--- src/rtl/hdrq_pkg.sv ---
`timescale 1ns/1ps
package hdrq_pkg;
   localparam int STAT_W  = 32;
   localparam int WORD_W  = 32;
   localparam int N_WORDS = 4;
   localparam int IDX_W   = $clog2(STAT_W);
   localparam int LOG_W   = WORD_W * N_WORDS;
   localparam int BYTES_W = WORD_W / 8;

   typedef struct packed {
      logic [IDX_W-1:0] idx;
      logic             hdr_vld;
      logic             pfx_vld;
      logic [LOG_W-1:0] hdr;
      logic [LOG_W-1:0] pfx;
   } hdrq_entry_t;

   function automatic logic [IDX_W-1:0] low_bit_idx(input logic [STAT_W-1:0] s);
      logic [IDX_W-1:0] r;
      r = '0;
      for (int b = STAT_W - 1; b >= 0; b--)
         if (s[b]) r = IDX_W'(b);
      return r;
   endfunction

   function automatic logic [LOG_W-1:0] swap_words(input logic [LOG_W-1:0] w);
      logic [LOG_W-1:0] r;
      for (int n = 0; n < N_WORDS; n++)
         for (int k = 0; k < BYTES_W; k++)
            r[n*WORD_W + 8*k +: 8] = w[n*WORD_W + WORD_W - 8 - 8*k +: 8];
      return r;
   endfunction
endpackage

--- src/rtl/hdrq_fifo.sv ---
`timescale 1ns/1ps
module hdrq_fifo
   import hdrq_pkg::*;
#(
   parameter int DEPTH = 8
) (
   input  logic              clk,
   input  logic              rst_n,
   input  logic              push,
   input  logic              pop,
   input  logic              flush,
   input  hdrq_entry_t       wdata,
   output hdrq_entry_t       head,
   output logic              empty,
   output logic              full,
   output logic [STAT_W-1:0] pend_mask
);
   localparam int CNT_W = $clog2(DEPTH + 1);

   hdrq_entry_t      slot [DEPTH];
   logic [CNT_W-1:0] cnt;
   logic [CNT_W-1:0] cnt_nxt;
   logic [CNT_W-1:0] tgt;

   assign empty = (cnt == '0);
   assign full  = (cnt == CNT_W'(DEPTH));
   assign head  = slot[0];
   assign tgt   = pop ? cnt - CNT_W'(1) : cnt;

   always_comb begin
      if (flush)            cnt_nxt = '0;
      else if (push && !pop) cnt_nxt = cnt + CNT_W'(1);
      else if (pop && !push) cnt_nxt = cnt - CNT_W'(1);
      else                   cnt_nxt = cnt;
   end

   always_ff @(posedge clk or negedge rst_n)
      if (!rst_n) cnt <= '0;
      else        cnt <= cnt_nxt;

   // shift toward the head on pop; the write lands after the shift
   always_ff @(posedge clk) begin
      for (int i = 0; i < DEPTH; i++) begin
         if (push && CNT_W'(i) == tgt)
            slot[i] <= wdata;
         else if (pop && i < DEPTH - 1)
            slot[i] <= slot[(i < DEPTH - 1) ? i + 1 : i];
      end
   end

   always_comb begin
      pend_mask = '0;
      for (int i = 0; i < DEPTH; i++)
         if (CNT_W'(i) < cnt) pend_mask[slot[i].idx] = 1'b1;
   end
endmodule

--- src/rtl/hdrq_log_regs.sv ---
`timescale 1ns/1ps
module hdrq_log_regs
   import hdrq_pkg::*;
(
   input  logic             clk,
   input  logic             rst_n,
   input  logic             load,
   input  logic             clear,
   input  hdrq_entry_t      entry,
   input  logic             pfx_en,
   output logic [IDX_W-1:0] fep,
   output logic [LOG_W-1:0] hdr_log,
   output logic [LOG_W-1:0] pfx_log,
   output logic             pfx_flag
);
   logic take_pfx;
   assign take_pfx = entry.pfx_vld && pfx_en;

   always_ff @(posedge clk or negedge rst_n) begin
      if (!rst_n) begin
         fep      <= '0;
         hdr_log  <= '0;
         pfx_log  <= '0;
         pfx_flag <= 1'b0;
      end else if (load) begin
         fep      <= entry.idx;
         hdr_log  <= entry.hdr_vld ? swap_words(entry.hdr) : '0;
         pfx_log  <= take_pfx ? swap_words(entry.pfx) : '0;
         pfx_flag <= take_pfx;
      end else if (clear) begin
         fep      <= '0;
         hdr_log  <= '0;
         pfx_log  <= '0;
         pfx_flag <= 1'b0;
      end
   end
endmodule

--- src/rtl/hdrq_log_queue.sv ---
`timescale 1ns/1ps
module hdrq_log_queue
   import hdrq_pkg::*;
#(
   parameter int DEPTH = 8
) (
   input  logic              clk,
   input  logic              rst_n,
   input  logic              rec_valid,
   input  logic [STAT_W-1:0] rec_status,
   input  logic              rec_hdr_vld,
   input  logic              rec_pfx_vld,
   input  logic [LOG_W-1:0]  rec_hdr,
   input  logic [LOG_W-1:0]  rec_pfx,
   input  logic              mhr_en,
   input  logic              pfx_en,
   input  logic              sw_wr,
   input  logic [STAT_W-1:0] unc_status,
   output logic [IDX_W-1:0]  fep,
   output logic [LOG_W-1:0]  hdr_log,
   output logic [LOG_W-1:0]  pfx_log,
   output logic              pfx_flag,
   output logic [STAT_W-1:0] status_reassert,
   output logic              log_ovf,
   output logic              mhr_capable
);
   localparam bit HAS_Q = (DEPTH > 0);

   if (DEPTH < 0 || DEPTH > 64) begin : g_bad_depth
      $error("hdrq_log_queue: DEPTH must lie in 0..64");
   end
   if (WORD_W % 8 != 0) begin : g_bad_word
      $error("hdrq_log_queue: WORD_W must be whole bytes");
   end

   hdrq_entry_t       rec_entry, q_head, ld_entry;
   logic              q_empty, q_full, q_push, q_pop, q_flush;
   logic [STAT_W-1:0] q_mask;
   logic              mhr_act, first_set, clr_ev, busy, load_rec;

   always_comb begin
      rec_entry.idx     = low_bit_idx(rec_status);
      rec_entry.hdr_vld = rec_hdr_vld;
      rec_entry.pfx_vld = rec_pfx_vld;
      rec_entry.hdr     = rec_hdr;
      rec_entry.pfx     = rec_pfx;
   end

   assign mhr_act   = mhr_en && HAS_Q;
   assign first_set = unc_status[fep];
   assign clr_ev    = sw_wr && !first_set;
   assign q_pop     = clr_ev && mhr_act && !q_empty;
   assign q_flush   = sw_wr && first_set && !mhr_act;
   // log stays owned if its bit is still set or a pop refills it this cycle
   assign busy      = mhr_act && (first_set || q_pop);
   assign q_push    = rec_valid && busy && (!q_full || q_pop);
   assign load_rec  = rec_valid && !busy;
   assign ld_entry  = q_pop ? q_head : rec_entry;

   if (HAS_Q) begin : g_queue
      hdrq_fifo #(.DEPTH(DEPTH)) i_fifo (
         .clk       (clk),
         .rst_n     (rst_n),
         .push      (q_push),
         .pop       (q_pop),
         .flush     (q_flush),
         .wdata     (rec_entry),
         .head      (q_head),
         .empty     (q_empty),
         .full      (q_full),
         .pend_mask (q_mask)
      );
   end else begin : g_no_queue
      logic unused_q;
      assign unused_q = ^{q_push, q_flush};
      assign q_head   = '0;
      assign q_empty  = 1'b1;
      assign q_full   = 1'b1;
      assign q_mask   = '0;
   end

   hdrq_log_regs i_regs (
      .clk      (clk),
      .rst_n    (rst_n),
      .load     (q_pop || load_rec),
      .clear    (clr_ev && !q_pop),
      .entry    (ld_entry),
      .pfx_en   (pfx_en),
      .fep      (fep),
      .hdr_log  (hdr_log),
      .pfx_log  (pfx_log),
      .pfx_flag (pfx_flag)
   );

   always_ff @(posedge clk or negedge rst_n) begin
      if (!rst_n) begin
         status_reassert <= '0;
         log_ovf         <= 1'b0;
      end else begin
         status_reassert <= (sw_wr && mhr_act && (first_set || q_pop)) ? q_mask : '0;
         log_ovf         <= rec_valid && busy && q_full && !q_pop;
      end
   end

   assign mhr_capable = HAS_Q;
endmodule

--- config.mk ---
export PLATFORM = sky130hd
export DESIGN_NAME = hdrq_log_queue
export DESIGN_NICKNAME = d
export VERILOG_FILES = /design/src/rtl/hdrq_pkg.sv /design/src/rtl/hdrq_fifo.sv /design/src/rtl/hdrq_log_regs.sv /design/src/rtl/hdrq_log_queue.sv
export SDC_FILE = /design/constraint.sdc
export NUM_CORES = 2
export LEC_CHECK = 0
export ABC_AREA = 1
export BUFFER_PORTS_ARGS = -buffer_cell sky130_fd_sc_hd__buf_2
export CORE_MARGIN = 2
export CORE_UTILIZATION = 25
export CTS_CLUSTER_DIAMETER = 150
export DETAILED_ROUTE_END_ITERATION = 8
export PLACE_DENSITY = 0.46
export SLEW_MARGIN = 20
export SYNTH_ARGS = -nofsm -noshare
export SYNTH_HDL_FRONTEND = slang
export SYNTH_HIERARCHICAL = 1
export SYNTH_SLANG_ARGS = --single-unit
export TNS_END_PERCENT = 100
--- constraint.sdc ---
create_clock -name clk -period 28.3 [get_ports clk]
set_input_delay 5.66 -clock clk [delete_from_list [all_inputs] [get_ports clk]]
set_output_delay 5.66 -clock clk [all_outputs]
set_load 0.01 [all_outputs]
**Word level (Yosys, flattened, before mapping)**

Memory sizes are Yosys's and may differ from the RTL's.
Cells that the tools add are included.

- Magnitude comparators: 25
- Reduce and logical (&&, ||, !) cells: 47
- Multiply operators: 0
- Eq/ne operators: 8
- Bitwise logic cells: 14
- Shift-type cells: 0
- Multiplexer cells: 111
- Add/sub/neg operators: 2
- Divide/modulo/power cells: 0

Operators by type and width:

| cell | number |
|---|---|
| two-way mux 263 bit | 8 |
| two-way mux 128 bit | 5 |
| two-way mux 32 bit | 9 |
| OR 32 bit | 7 |
| two-way mux 5 bit | 34 |
| less-than comparator 5 x 6 -> 1 bit, second input constant | 9 |
| two-way mux 1 bit | 42 |
| demux 1 bit (select 5 bit) | 8 |
| greater-or-equal comparator 5 x 1 -> 1 bit, second input constant | 8 |
| logical AND 1 bit | 33 |
| equality test 3 x 4 -> 1 bit, first input constant | 4 |
| less-than comparator 3 x 4 -> 1 bit, first input constant | 4 |
| two-way mux 4 bit | 4 |
| equality test 2 x 4 -> 1 bit, first input constant | 2 |
| logical NOT 4 bit | 2 |
| less-than comparator 1 x 4 -> 1 bit, first input constant | 2 |
| less-than comparator 2 x 4 -> 1 bit, first input constant | 2 |
| logical NOT 1 bit | 7 |
| OR 1 bit | 7 |
| binary-select mux 1 bit (select 5 bit) | 1 |
| adder 4 x 1 -> 4 bit, second input constant | 1 |
| equality test 1 x 4 -> 1 bit, first input constant | 1 |
| equality test 4 bit, second input constant | 1 |
| subtractor 4 x 1 -> 4 bit, second input constant | 1 |
| other kinds (3) | 5 |

- Memory bits (writable): 2104
- Register bits after elaboration: 299
- Word-level logic and storage cells: 215
- Bits of input ports: 328
- Bits in latches: 0
- Memories kept: 1
- Bits in read-only memories: 0

Memory list:

| memory | words | bits a word | read ports | clocked after Yosys merged registers in | wr ports | RTL line | text |
|---|---|---|---|---|---|---|---|
| g_queue.i_fifo.slot | 8 | 263 | 8 | 0 | 8 | hdrq_fifo.sv:20 | `hdrq_entry_t slot [DEPTH];` |

**Longest topological paths before layout**

- Depth after elaboration: 36
- Depth in mapped cells: 35

**By module**

Netlist, hierarchy kept.

Modules (own cells, without submodules):

| module | area an instance (um^2) | sequential area each (um^2) | cells each | instances |
|---|---|---|---|---|
| hdrq_fifo | 93768.7 | 63280.7 | 9079 | 1 |
| hdrq_log_regs | 10440.0 | 6556.3 | 1148 | 1 |
| hdrq_log_queue | 5107.4 | 825.8 | 1118 | 1 |

**Worst setup path after synthesis**

No wires, ideal clock.

- Path type: input -> register
- From: input port unc_status[14]
- To: memory g_queue.i_fifo/slot[1][1000] (netlist name), enable pin
- Setup time: 1.209 ns
- Path slack: 1.974 ns
- Path buffers: 2
- Arrival: 25.117 ns
- Stages on the path: 13
- Path through: o21ai_0 -> o22ai_1 -> o21ai_0 -> o21ai_1 -> o21ai_2 -> nand2_1 -> nor3_4 -> clkbuf_1 -> inv_2 -> buf_2 -> nand2_1 -> nand3_1 -> nor3_1

RTL lines:

| element | RTL line | text |
|---|---|---|
| start: declaration | hdrq_log_queue.sv:18 | `input logic [STAT_W-1:0] unc_status,` |
| end: declaration | hdrq_fifo.sv:20 |  |

==> metrics.cfg <==
[logic_synthesis]
synth_commonest_cells = nand2_1 (5151), edfxtp_1 (2104), nand3_1 (2075), buf_2 (367), buf_4 (313)
synth_seq_cells = 2403
synth_most_common_cell = nand2_1
synthCells = 11345
synth-seq-area-share_pct = 64.6
async_flop_share_pct = 12.4
synth_edf_count = 2104
avgSynthCellArea_um2 = 9.64
synth_warnings = 6
synth_nets = 11677
synthTopCellsByArea = edfxtp_1 (58%), nand2_1 (18%), nand3_1 (9.5%), dfrtp_1 (6.8%), buf_4 (2.1%)
ys.flop_type = edfxtp_1
yosysUniqueCellTypes = 36
syn_area_um2 = 109000
synth_area_leader_cell = edfxtp_1
netlist.area_leader.share_pct = 57.8

[global_route]
gr-total-overflow = 0
grt_max_degree = 209
grt_pass1_wl_um = 535000
antenna_found_initial = 56
grt_util_all_layers_pct = 15.7
grt_pass1_vias = 77162

[clock_tree]
clock_path_buffers = 4
post_cts_buffers = 0
cts.clk_slew.worst_paths_ps = 60
hold_buffers = 0
cts.sinks = 2403
cts-root-buf = clkbuf_16
clkLatencyLatePin_ps = 930
cts-buffers-inserted = 297
htreeDepth = 5
cts_tree = yes
cts_resized = 0

[critical_path]
cpMostUsedCell = buf_4
arrival_ps = 13020
path_buf_inv = 9
cpLargestDelayFamily = buffers and inverters
cpMaxStageDelayCell = buf_4
required_ps = 29070
cp-end-kind = flop
cp_max_fo = 166
critPathKind = primary input to flop
critPathLaunchType = primary input
critPathMaxStageDelay_ps = 880
cp_cell_sequence = buf_2, nor2_1, o221ai_1, nand3_1, o21ai_1, o21ai_2, nand2_1, nor3_4, buf_4, buf_12, buf_4, buf_12, buf_4, buf_4, buf_4, buf_4, nand3_1, nand2_1

[die]
core_area_um2 = 435000
die_h_um = 665
std_cell_rows = 242
fp.dieW_um = 665
dieArea_um2 = 443000
start_util_pct = 25.1
ioPinCount = 624

[final_layout]
multi_input_area_um2 = 32600
area_growth_syn_to_layout_pct = 14.3
regArea_um2 = 70700
n_fill_cell = 45248
nNetsFinal = 11713
drive_gt1_share_pct = 10.5

[power]
vdd_drop_max_mv = 0.0616
power_density_nw_per_um2 = 100
power_leakage_uw = 0.0533

[timing]
worst_pin_slew_ps = 1160
slew_headroom_pct = 22.6
maxSlewViolCount = 0
fin_setup_tns_ps = 0
post-route-period-util_pct = 43.3
max_freq_mhz = 81.6
finalClockSkew_ps = 39.3
finalHoldViolCount = 0
finalCriticalPeriod_ps = 12250
worst_slack_ps = 16050
rsz0062_at_grt = false
finalSetupViolations = 0

[placed_design]
portBuffers = 622
place_congestion = 0.853
post-place-ws_ps = 15190
hpwl_um = 219000

[drt]
ant_nets = 0
drt_first_pass_iters = 6
drc = 0
wl_um = 358000
drt-wirelength-per-cell_um = 20.6
vias_per_cell = 4.61
first_iter_violations = 6701
num_vias = 80042

[min_path]
hold_path.class = flop to flop

[run]
cap_violations = 0

[run_status]
status = finished, final reports clean

through the flow:
step / instances / instance area [um^2] / utilization (%) / total power (uW) / hold WS (ps)
4_1_cts: 17352 / 125000 / 28.7 / 12700 / 468
5_1_grt: 17364 / 125000 / 28.7 / 13300 / 488
3_5_place_dp: 16815 / 116000 / 26.6 / 8990 / 454
6_report: 17371 / 125000 / 28.7 / 12500 / 463
3_3_place_gp: 16815 / 116000 / 26.6 / 8960 / 452
2_1_floorplan: 11345 / 109000 / - / 8010 / 509
layer usage:
layer | share of wire [%] | global-route usage, % | up-vias
li1 | - | - | 38114
met1 | 46 | 21.6 | 39421
met2 | 47 | 25.8 | 2002
met3 | 4.9 | 2.19 | 485
met4 | 2.7 | 4.28 | 20
met5 | 0.036 | 0 | -
registers in the layout (all words and copies together), names as in the netlist:
register	cells
i_regs/fep	5
i_regs/pfx_flag	1
g_queue.i_fifo/cnt	4
g_queue.i_fifo/slot	2104
i_regs/hdr_log	128
status_reassert	32
i_regs/pfx_log	128
log_ovf	1
worst paths after layout:
kind	slack, ps	end	start	cells past startpoint
worst max-delay path	16050	g_queue.i_fifo/slot[0][949]	unc_status[0]	18
worst min-delay path	460	i_regs/hdr_log[27]	i_regs/hdr_log[27]	2
worst max register to register	19890	g_queue.i_fifo/slot[0][949]	i_regs/fep[0]	18
worst min register to register	460	i_regs/hdr_log[27]	i_regs/hdr_log[27]	2
max in group asynchronous	21040	i_regs/hdr_log[17]	rst_n	4
min in group asynchronous	4770	i_regs/hdr_log[113]	rst_n	1
worst reg2reg max path, stage by stage, from the launching register on:
cell and delay [ps]:
dfrtp_1 720, inv_2 260, o21ai_0 210, o22ai_1 110, nor2_1 120, o21ai_1 100
o21ai_2 220, nand2_1 150, nor3_4 250, buf_4 520, buf_12 540, buf_4 820
buf_12 600, buf_4 820, buf_4 640, buf_4 860, buf_4 990, nand3_1 220
nand2_1 110
placed cells by master, fill, tap and decap left out, drive strengths merged:
cell type and count:
clkinv 132, ha 4, o221ai 8, o211ai 11, xor2 1, a21oi 20
nor3 22, o22ai 59, bufinv 9, nor4 6, a311oi 2, edfxtp 2104
nand4 136, nand3 2076, a31oi 1, diode 18, o22a 2, nor2 191
nand2 5151, or2 2, nand3b 6, clkinvlp 4, o21ai 48, buf 779
conb 1, a21boi 1, inv 159, clkbuf 384, dfrtp 299, o31ai 1
cells by family after synthesis:
| group | count (synthesis) | synth area share [%] |
|---|---|---|
| other | 1 | 0.00343 |
| xor gates and xnor gates | 1 | 0.00801 |
| DFF | 2403 | 64.6 |
| AOI/OAI and AO/OA | 153 | 0.844 |
| buffers and inverters | 1193 | 5.62 |
| adders and majority gates | 4 | 0.0458 |
| and+or+nand+nor | 7590 | 28.8 |
where the power goes:
group          internal, uW  switching (uW)  leakage, uW  total (uW)
Sequential             5150             294       0.0233        5450
Clock                  2100            1580      0.00455        3680
Combinational           762            2640       0.0254        3400
layout make-up:
class                           count  share of cell area [%]
Tap cell                         5734                    5.74
Clock inverter                    153                    1.04
Timing Repair Buffer              779                    3.58
Antenna cell                       18                  0.0361
Inverter                          151                   0.460
Multi-Input combinational cell   7749                    26.1
Sequential cell                  2403                    56.6
Clock buffer                      384                    6.43
Power figures use the tool's default switching activity.
